`src/rtl/rtu_pkg.sv`:
```
package rtu_pkg;
   // How rd_idx selects a history slot
   typedef enum logic {
      IDX_NEWEST_FIRST = 1'b0,
      IDX_PHYSICAL     = 1'b1
   } rtu_idx_mode_e;
endpackage

```
`src/rtl/rtu_line_counter.sv`:
```
module rtu_line_counter #(
   parameter int MAX_LINES      = 45,
   parameter int CNT_W          = 6,
   parameter bit HS_ACTIVE_HIGH = 1'b1
) (
   input  logic             clk,
   input  logic             rst_n,
   input  logic             hsync,
   input  logic             retrace,
   input  logic             busy,
   output logic             commit,
   output logic [CNT_W-1:0] commit_count
);
   localparam logic [CNT_W-1:0] CNT_MAX = CNT_W'(MAX_LINES);
   localparam logic [CNT_W-1:0] CNT_ONE = CNT_W'(1);

   logic             hs_lvl;
   logic             hs_q;
   logic             rt_q;
   logic             line_busy;
   logic [CNT_W-1:0] lines_used;
   logic             line_start;
   logic [CNT_W-1:0] lines_inc;

   generate
      if (HS_ACTIVE_HIGH) begin : g_hs_pos
         assign hs_lvl = hsync;
      end else begin : g_hs_neg
         assign hs_lvl = ~hsync;
      end
   endgenerate

   assign line_start = hs_lvl & ~hs_q;
   assign commit     = rt_q & ~retrace;
   // saturating increment of the per-window count
   assign lines_inc  = (lines_used == CNT_MAX) ? lines_used : lines_used + CNT_ONE;
   // the line still open at window close is included in the result
   assign commit_count = line_busy ? lines_inc : lines_used;

   always_ff @(posedge clk) begin
      if (!rst_n) begin
         hs_q       <= 1'b0;
         rt_q       <= 1'b0;
         line_busy  <= 1'b0;
         lines_used <= '0;
      end else begin
         hs_q <= hs_lvl;
         rt_q <= retrace;
         if (commit) begin
            line_busy  <= 1'b0;
            lines_used <= '0;
         end else if (retrace) begin
            if (line_start) begin
               if (line_busy) lines_used <= lines_inc;
               line_busy <= busy;
            end else begin
               line_busy <= line_busy | busy;
            end
         end
      end
   end
endmodule

```
`src/rtl/rtu_index_map.sv`:
```
module rtu_index_map #(
   parameter int DEPTH = 15,
   parameter int IDX_W = 4,
   parameter rtu_pkg::rtu_idx_mode_e IDX_MODE = rtu_pkg::IDX_NEWEST_FIRST
) (
   input  logic [IDX_W-1:0] wr_ptr,
   input  logic [IDX_W-1:0] rd_idx,
   output logic [IDX_W-1:0] slot,
   output logic             in_range
);
   localparam logic [IDX_W:0] DEPTH_X   = (IDX_W+1)'(DEPTH);
   localparam logic [IDX_W:0] DEPTH_M1X = (IDX_W+1)'(DEPTH - 1);

   assign in_range = ({1'b0, rd_idx} < DEPTH_X);

   generate
      if (IDX_MODE == rtu_pkg::IDX_NEWEST_FIRST) begin : g_newest
         logic [IDX_W:0] raw;
         logic [IDX_W:0] wrapped;
         // newest entry sits just below the write pointer
         assign raw     = {1'b0, wr_ptr} + DEPTH_M1X - {1'b0, rd_idx};
         assign wrapped = (raw >= DEPTH_X) ? raw - DEPTH_X : raw;
         assign slot    = wrapped[IDX_W-1:0];
      end else begin : g_physical
         assign slot = rd_idx;
      end
   endgenerate
endmodule

```
`src/rtl/rtu_history_store.sv`:
```
module rtu_history_store #(
   parameter int DEPTH = 15,
   parameter int CNT_W = 6,
   parameter int IDX_W = 4
) (
   input  logic             clk,
   input  logic             rst_n,
   input  logic             wr_en,
   input  logic [CNT_W-1:0] wr_data,
   output logic [IDX_W-1:0] wr_ptr,
   input  logic [IDX_W-1:0] rd_slot,
   input  logic             rd_ok,
   output logic [CNT_W-1:0] rd_data
);
   localparam logic [IDX_W-1:0] LAST = IDX_W'(DEPTH - 1);
   localparam logic [IDX_W-1:0] ONE  = IDX_W'(1);

   logic [CNT_W-1:0] slots [DEPTH];

   always_ff @(posedge clk) begin
      if (!rst_n) begin
         wr_ptr <= '0;
      end else if (wr_en) begin
         wr_ptr <= (wr_ptr == LAST) ? '0 : wr_ptr + ONE;
      end
   end

   generate
      for (genvar i = 0; i < DEPTH; i++) begin : g_slot
         always_ff @(posedge clk) begin
            if (!rst_n) begin
               slots[i] <= '0;
            end else if (wr_en && (wr_ptr == IDX_W'(i))) begin
               slots[i] <= wr_data;
            end
         end
      end
   endgenerate

   always_ff @(posedge clk) begin
      if (!rst_n) begin
         rd_data <= '0;
      end else begin
         rd_data <= rd_ok ? slots[rd_slot] : '0;
      end
   end
endmodule

```
`src/rtl/rtu_ovf_flag.sv`:
```
module rtu_ovf_flag (
   input  logic clk,
   input  logic rst_n,
   input  logic window_end,
   input  logic busy,
   input  logic clear,
   output logic flag
);
   always_ff @(posedge clk) begin
      if (!rst_n) begin
         flag <= 1'b0;
      end else if (window_end && busy) begin
         flag <= 1'b1;
      end else if (clear) begin
         flag <= 1'b0;
      end
   end
endmodule

```
`src/rtl/rtu_util_monitor.sv`:
```
module rtu_util_monitor #(
   parameter int MAX_LINES      = 45,
   parameter int DEPTH          = 15,
   parameter bit HS_ACTIVE_HIGH = 1'b1,
   parameter rtu_pkg::rtu_idx_mode_e IDX_MODE = rtu_pkg::IDX_NEWEST_FIRST,
   localparam int CNT_W = $clog2(MAX_LINES + 1),
   localparam int IDX_W = $clog2(DEPTH)
) (
   input  logic             clk,
   input  logic             rst_n,
   input  logic             hsync,
   input  logic             retrace_active,
   input  logic             busy,
   input  logic             ovf_clear,
   input  logic [IDX_W-1:0] rd_idx,
   output logic [CNT_W-1:0] rd_count,
   output logic             overflow
);
   generate
      if (MAX_LINES < 1) begin : g_bad_lines
         $error("MAX_LINES must be at least 1");
      end
      if (DEPTH < 2) begin : g_bad_depth
         $error("DEPTH must be at least 2");
      end
   endgenerate

   logic             commit;
   logic [CNT_W-1:0] commit_count;
   logic [IDX_W-1:0] wr_ptr;
   logic [IDX_W-1:0] rd_slot;
   logic             rd_ok;

   rtu_line_counter #(
      .MAX_LINES(MAX_LINES), .CNT_W(CNT_W), .HS_ACTIVE_HIGH(HS_ACTIVE_HIGH)
   ) u_count (
      .clk(clk), .rst_n(rst_n), .hsync(hsync), .retrace(retrace_active),
      .busy(busy), .commit(commit), .commit_count(commit_count)
   );

   rtu_index_map #(
      .DEPTH(DEPTH), .IDX_W(IDX_W), .IDX_MODE(IDX_MODE)
   ) u_map (
      .wr_ptr(wr_ptr), .rd_idx(rd_idx), .slot(rd_slot), .in_range(rd_ok)
   );

   rtu_history_store #(
      .DEPTH(DEPTH), .CNT_W(CNT_W), .IDX_W(IDX_W)
   ) u_hist (
      .clk(clk), .rst_n(rst_n), .wr_en(commit), .wr_data(commit_count),
      .wr_ptr(wr_ptr), .rd_slot(rd_slot), .rd_ok(rd_ok), .rd_data(rd_count)
   );

   rtu_ovf_flag u_ovf (
      .clk(clk), .rst_n(rst_n), .window_end(commit), .busy(busy),
      .clear(ovf_clear), .flag(overflow)
   );
endmodule

```
`config.mk`:
```
export PLATFORM = sky130hd
export DESIGN_NAME = rtu_util_monitor
export DESIGN_NICKNAME = d
export VERILOG_FILES = /design/src/rtl/rtu_pkg.sv /design/src/rtl/rtu_line_counter.sv /design/src/rtl/rtu_index_map.sv /design/src/rtl/rtu_history_store.sv /design/src/rtl/rtu_ovf_flag.sv /design/src/rtl/rtu_util_monitor.sv
export SDC_FILE = /design/constraint.sdc
export NUM_CORES = 1
export LEC_CHECK = 0
export ABC_AREA = 1
export BUFFER_PORTS_ARGS = -buffer_cell sky130_fd_sc_hd__buf_2
export CAP_MARGIN = 5
export CORE_UTILIZATION = 47
export CTS_BUF_LIST = sky130_fd_sc_hd__clkbuf_4 sky130_fd_sc_hd__clkbuf_8
export DETAILED_ROUTE_END_ITERATION = 7
export PLACE_DENSITY = 0.66
export SYNTH_ARGS = -nofsm -noshare
export SYNTH_HDL_FRONTEND = slang
export SYNTH_SLANG_ARGS = --single-unit
```
`constraint.sdc`:
```
create_clock -name clk -period 4.4 [get_ports clk]
set_input_delay 0.88 -clock clk [delete_from_list [all_inputs] [get_ports clk]]
set_output_delay 0.88 -clock clk [all_outputs]
set_load 0.03 [all_outputs]
```
# ---- Yosys cells after proc, flatten, opt, wreduce, memory -nomap -nowiden
# Memory sizes are Yosys's and may differ from the RTL's. A register that Yosys moved wholly into a read port is not among the register bits.
# Index checks and enable logic that the tools add are counted.
dict set report classes {
  n_bitwise 21
  mux 68
  eq_ne 15
  add_sub_neg 5
  reduce_logical 22
  magnitude_cmp 2
}
# op count
set ops {}
lappend ops {{$mux 6} 17}
lappend ops {{$mux 1} 49}
lappend ops {{$eq 4x4->1 const B} 7}
lappend ops {{$eq 4x3->1 const B} 4}
lappend ops {{$logic_and 1x1->1} 16}
lappend ops {{$or 1x1->1} 16}
lappend ops {{$eq 4x2->1 const B} 2}
lappend ops {{$mux 4} 2}
lappend ops {{$add 6x1->6 const B} 1}
lappend ops {{$eq 6x6->1 const B} 1}
lappend ops {{$add 4x4->5 const B} 1}
lappend ops {{$ge 5x4->1 const B} 1}
lappend ops {{$sub 5x4->5} 1}
lappend ops {{$add 4x1->4 const B} 1}
lappend ops {{$eq 4x1->1 const B} 1}
lappend ops {{$logic_not 4->1} 1}
lappend ops {{$lt 4x4->1 const B} 1}
lappend ops {{$reduce_and 2->1} 2}
lappend ops {{$sub 4x4->4 const B} 1}
lappend ops {{$not 1->1} 3}
lappend ops {{$and 1x1->1} 2}
lappend ops {{$reduce_bool 2->1} 1}
lappend ops {{$reduce_or 2->1} 1}
lappend ops {{$logic_not 1->1} 1}
dict set report totals {
  elab_cells 140
  regBits 14
  n_memories 1
  ram_bits 90
  out_inout_bits 7
}
# memory words word_bits read_ports rd_ports_with_merged_regs wr line
set memory_table {}
lappend memory_table {u_hist.slots 15 6 1 1 15 rtu_history_store.sv:18} ;# logic [CNT_W-1:0] slots [DEPTH];

# ---- Longest topological paths before layout
dict set report depth {
  ltp_word 7
  depth_mapped 20
  mapped_depth_nobuf 19
}

# ---- Cells and area by module
# From an unflattened synthesis, not the netlist that was laid out.
dict set report hier_totals {
  hier_cells 670
  area_unflattened_um2 5671.7
}
# module instances area_each_um2 cells_per_inst
set by_module_without_submodules {}
lappend by_module_without_submodules {rtu_history_store 1 4732.0 524}
lappend by_module_without_submodules {rtu_line_counter 1 550.5 87}
lappend by_module_without_submodules {rtu_index_map 1 345.3 53}
lappend by_module_without_submodules {rtu_ovf_flag 1 43.8 6}

# ---- Least setup slack after synthesis
# No wires, ideal clock.
dict set report synth_path {
  kind {input to register}
  start {in rd_idx[1]}
  end {reg u_hist.rd_data[1], read port of u_hist.slots}
  t_arrival_ns 3.061
  n_path_buf 1
  slack_ns 1.225
  path_stages 18
  path_cell_list {ha_1 inv_1 ha_1 fa_1 nand2_1 nor2_2 o21ai_4 nand3_2 nand2_1 nand2_2 inv_2 buf_4 nand2_1 inv_1 a21oi_1 nand2_1 nand2_1 nor2_1}
}
dict set report synth_via {
  elab_chain_cells 3
  elab_cells_between_ends 7
  cone_classes {add/sub: 2; order compare: 2; mux: 1; reduce/logical: 2}
}
# element line
set synth_lines {}
lappend synth_lines {{start: declaration} rtu_util_monitor.sv:15} ;# input logic [IDX_W-1:0] rd_idx,
lappend synth_lines {{$sub 5x4->5 / $lt 4x4->1 (equally long branches)} {rtu_index_map.sv:21, rtu_index_map.sv:14}}
lappend synth_lines {{$sub 4x4->4, or another cell as far along} rtu_index_map.sv:22} ;# assign wrapped = (raw >= DEPTH_X) ? raw - DEPTH_X : raw;
lappend synth_lines {{$mux 4 / $logic_not 1->1 (equally long branches)} n/a}
lappend synth_lines {{end: declaration} rtu_history_store.sv:13} ;# output logic [CNT_W-1:0] rd_data
# Parallel ways exist; a longest one is shown, timed or not.
# A chain may end at the register's enable or synchronous reset.

# ---- Worst setup path after layout
dict set report layout_path {
  start {in rd_idx[1]}
  end {reg u_hist.rd_data[3], read port of u_hist.slots}
}
# The elaborated chain is that of the path after synthesis.

==> results.sh <==
export IMPL_outcome="finished, final reports clean"
export IMPL_critPathLaunchType="primary input"
export IMPL_crit_fanout=20
export IMPL_grt_pass1_wl_mm=22.6
export IMPL_fillers=1163
export IMPL_worstHoldStart="u_ovf.flag"
export IMPL_cts_setup_buffers=0
export IMPL_p_leak_nw=2.76
export IMPL_synth_distinct_cells=31
export IMPL_core_area_um2=12100
export IMPL_critPathArrivalTime_ns=3.82
export IMPL_hold_class="reg -> reg"
export IMPL_r2r_start="u_hist.wr_ptr[1]"
export IMPL_seqCellArea_um2=3100
export IMPL_synth_simple_area_share_pct=28.3
export IMPL_synth_area_leaders="edfxtp_1, nand3_1, inv_1"
export IMPL_cts_path_max_buffers=2
export IMPL_grt_total_usage_pct=23.7
export IMPL_start_util_pct=48.4
export IMPL_cts_made_buffers=9
export IMPL_synth_top_family_by_area="simple AND/OR/NAND/NOR gates"
export IMPL_syn_to_final_growth_pct=6.93
export IMPL_grt_overflow=0
export IMPL_port_buffers=16
export IMPL_drt_first_pass_iters=5
export IMPL_grt_pass1_vias=4388
export IMPL_insertion_delay_ns=0.38
export IMPL_syn_inst=716
export IMPL_finalSetupTns_ns=0
export IMPL_antenna_left=0
export IMPL_fin_nets=744
export IMPL_slew_headroom_pct=36.2
export IMPL_power_mw=2.43
export IMPL_synth_edf_count=90
export IMPL_drt_iter0_drc=380
export IMPL_layout_common_cells="inv_1, nand2_1, nand3_1"
export IMPL_final_common_cell="inv_1"
export IMPL_antenna_found_initial=0
export IMPL_cts_hold_buf=0
export IMPL_placed_cells=880
export IMPL_synth_top_cell_area_share_pct=46.3
export IMPL_ys_ff_latch=110
export IMPL_dp_hpwl_mm=10.1
export IMPL_drv_slew=0
export IMPL_post_place_ws_ns=0.555
export IMPL_peakVddDrop_mv=0.175
export IMPL_ys_flop_type="edfxtp_1"
export IMPL_wl_mm=14.5
export IMPL_drv_cap=0
export IMPL_wl_per_cell_um=16.1
export IMPL_synthAdderAreaFrac_pct=2.49
export IMPL_clk_pin_slew_ns=0.10
export IMPL_die_h_um=113
export IMPL_final_cells=896
export IMPL_cts_repair_resized=0
export IMPL_timing_hold_violations_final=0
export IMPL_drc=0
export IMPL_critPathRequiredTime_ns=4.71
export IMPL_critical_path_class="in -> reg"
export IMPL_critPathSlowestCell="fa_1"
export IMPL_htreeDepth=3
export IMPL_vias_per_cell=5.20
export IMPL_synth_nets=737
export IMPL_synth_compound_area_share_pct=3.05
export IMPL_fin_ws_ns=0.892
export IMPL_num_vias=4662
export IMPL_root_buffer="clkbuf_8"
export IMPL_synthMuxAreaShare_pct=0
export IMPL_io_pins=17
export IMPL_yosysTopAreaCell="edfxtp_1"
export IMPL_cpMostUsedCell="nand3_1"
export IMPL_gp_congestion=0.873
export IMPL_async_flop_share_pct=0
export IMPL_path_cells="buf_2 -> ha_1 -> inv_1 -> ha_1 -> fa_1 -> nand2_1 -> inv_1 -> o21ai_4 -> nand3_2 -> nand2_1 -> nand2_2 -> inv_2 -> nand3_1 -> nand3_1 -> nand3_1 -> a21oi_1"
export IMPL_cts_sinks=110
export IMPL_finalCoreUtilization_pct=51.7
export IMPL_layout_drive_gt1_share_pct=7.28
export IMPL_grt_max_degree=27
export IMPL_synth_area_um2=5830
export IMPL_critPathMaxStageDelay_ns=0.51
export IMPL_n_antenna_cell=0
export IMPL_fmax_mhz=285
export IMPL_p_per_area_nw_per_um2=390
export IMPL_end_kind="flop"
export IMPL_worstMarginPinSlew_ns=0.955
export IMPL_skew_ns=0.00969
export IMPL_die_w_um=113
export IMPL_tritoncts="yes"
export IMPL_period_needed_ns=3.51
export IMPL_multiInputGateArea_um2=2010
export IMPL_crit_start="rd_idx[1]"
export IMPL_finalCritPeriodShare_pct=79.7
export IMPL_finalSetupViolCount=0
export IMPL_synth_xor_area_share_pct=0.601
export IMPL_syn_avg_cell_area_um2=8.15
export IMPL_rsz0062_at_grt="false"
export IMPL_ys_warn_count=0
export IMPL_seq_area_frac_synth_pct=53.2
export IMPL_fp_dieArea_um2=12900
export IMPL_rows=40
-- report_power, final --
part           internal (mW)  total [mW]  switching, mW
Combinational          0.165       0.562          0.397
Clock                  0.334       0.680          0.346
Sequential              1.17        1.19         0.0197
-- through the flow --
step / hold WS, ns / cell area (um^2)
after CTS: 0.481 / 6240
after detailed placement: 0.465 / 6010
after global placement: 0.448 / 6010
after floorplan: 0.467 / 5830
after global routing: 0.527 / 6240
final: 0.476 / 6240
-- routing by layer --
layer	vias up	wire length [um]	GRT usage, %
met2	194	6750	38.9
met4	0	350	9.74
met1	2173	6250	31.2
met5	-	0	0
met3	31	1110	4.09
li1	2264	-	-
-- worst max-delay path: cells and delay by family --
family          cells  cell delay, ns
simple gates        7            0.96
fa+ha+maj           3            0.99
buf+inv             4            0.56
compound gates      2            0.41
-- area by class of cell --
cell class,instances,share of cell area [%]
clock buffers,10,2.21
clock inverters,6,1.36
inverters,151,9.09
multi-input cells,429,32.2
flip-flops and latches,110,49.7
well taps,168,3.37
repair buffers,22,2.01
-- final timing paths --
check / endpoint / slack [ns] / cells past startpoint
hold / removal: u_ovf.flag / 0.48 / 2
setup reg to reg: u_hist.rd_data[3] / 0.97 / 16
setup / recovery: u_hist.rd_data[3] / 0.89 / 16
hold reg to reg: u_ovf.flag / 0.48 / 2
-- logic make-up (layout without fill, tap and decap cells) --
| logic type | count (synthesis) | count (layout) |
|---|---|---|
| compound gates | 32 | 32 |
| xor+xnor | 4 | 4 |
| flops | 110 | 110 |
| simple gates | 382 | 382 |
| buf+inv | 177 | 189 |
| fa+ha+maj | 11 | 11 |
-- cell usage after synthesis (3+ instances only) --
master    count
a21oi_1      20
buf_2         9
buf_4         6
buf_6         3
clkbuf_1      8
dfxtp_1      20
edfxtp_1     90
ha_1         10
inv_1       149
nand2_1     132
nand2_2       5
nand3_1     124
nor2_1      108
o21ai_0       9
xor2_1        3
-- sequential cells by signal, summed over array words and instances, names as in the netlist --
| register | flops |
|---|---|
| u_count.rt_q | 1 |
| u_count.hs_q | 1 |
| u_hist.rd_data | 6 |
| u_count.lines_used | 6 |
| u_ovf.flag | 1 |
| u_count.line_busy | 1 |
| u_hist.slots | 90 |
| u_hist.wr_ptr | 4 |
No activity file was read; power rests on OpenSTA's default activity.
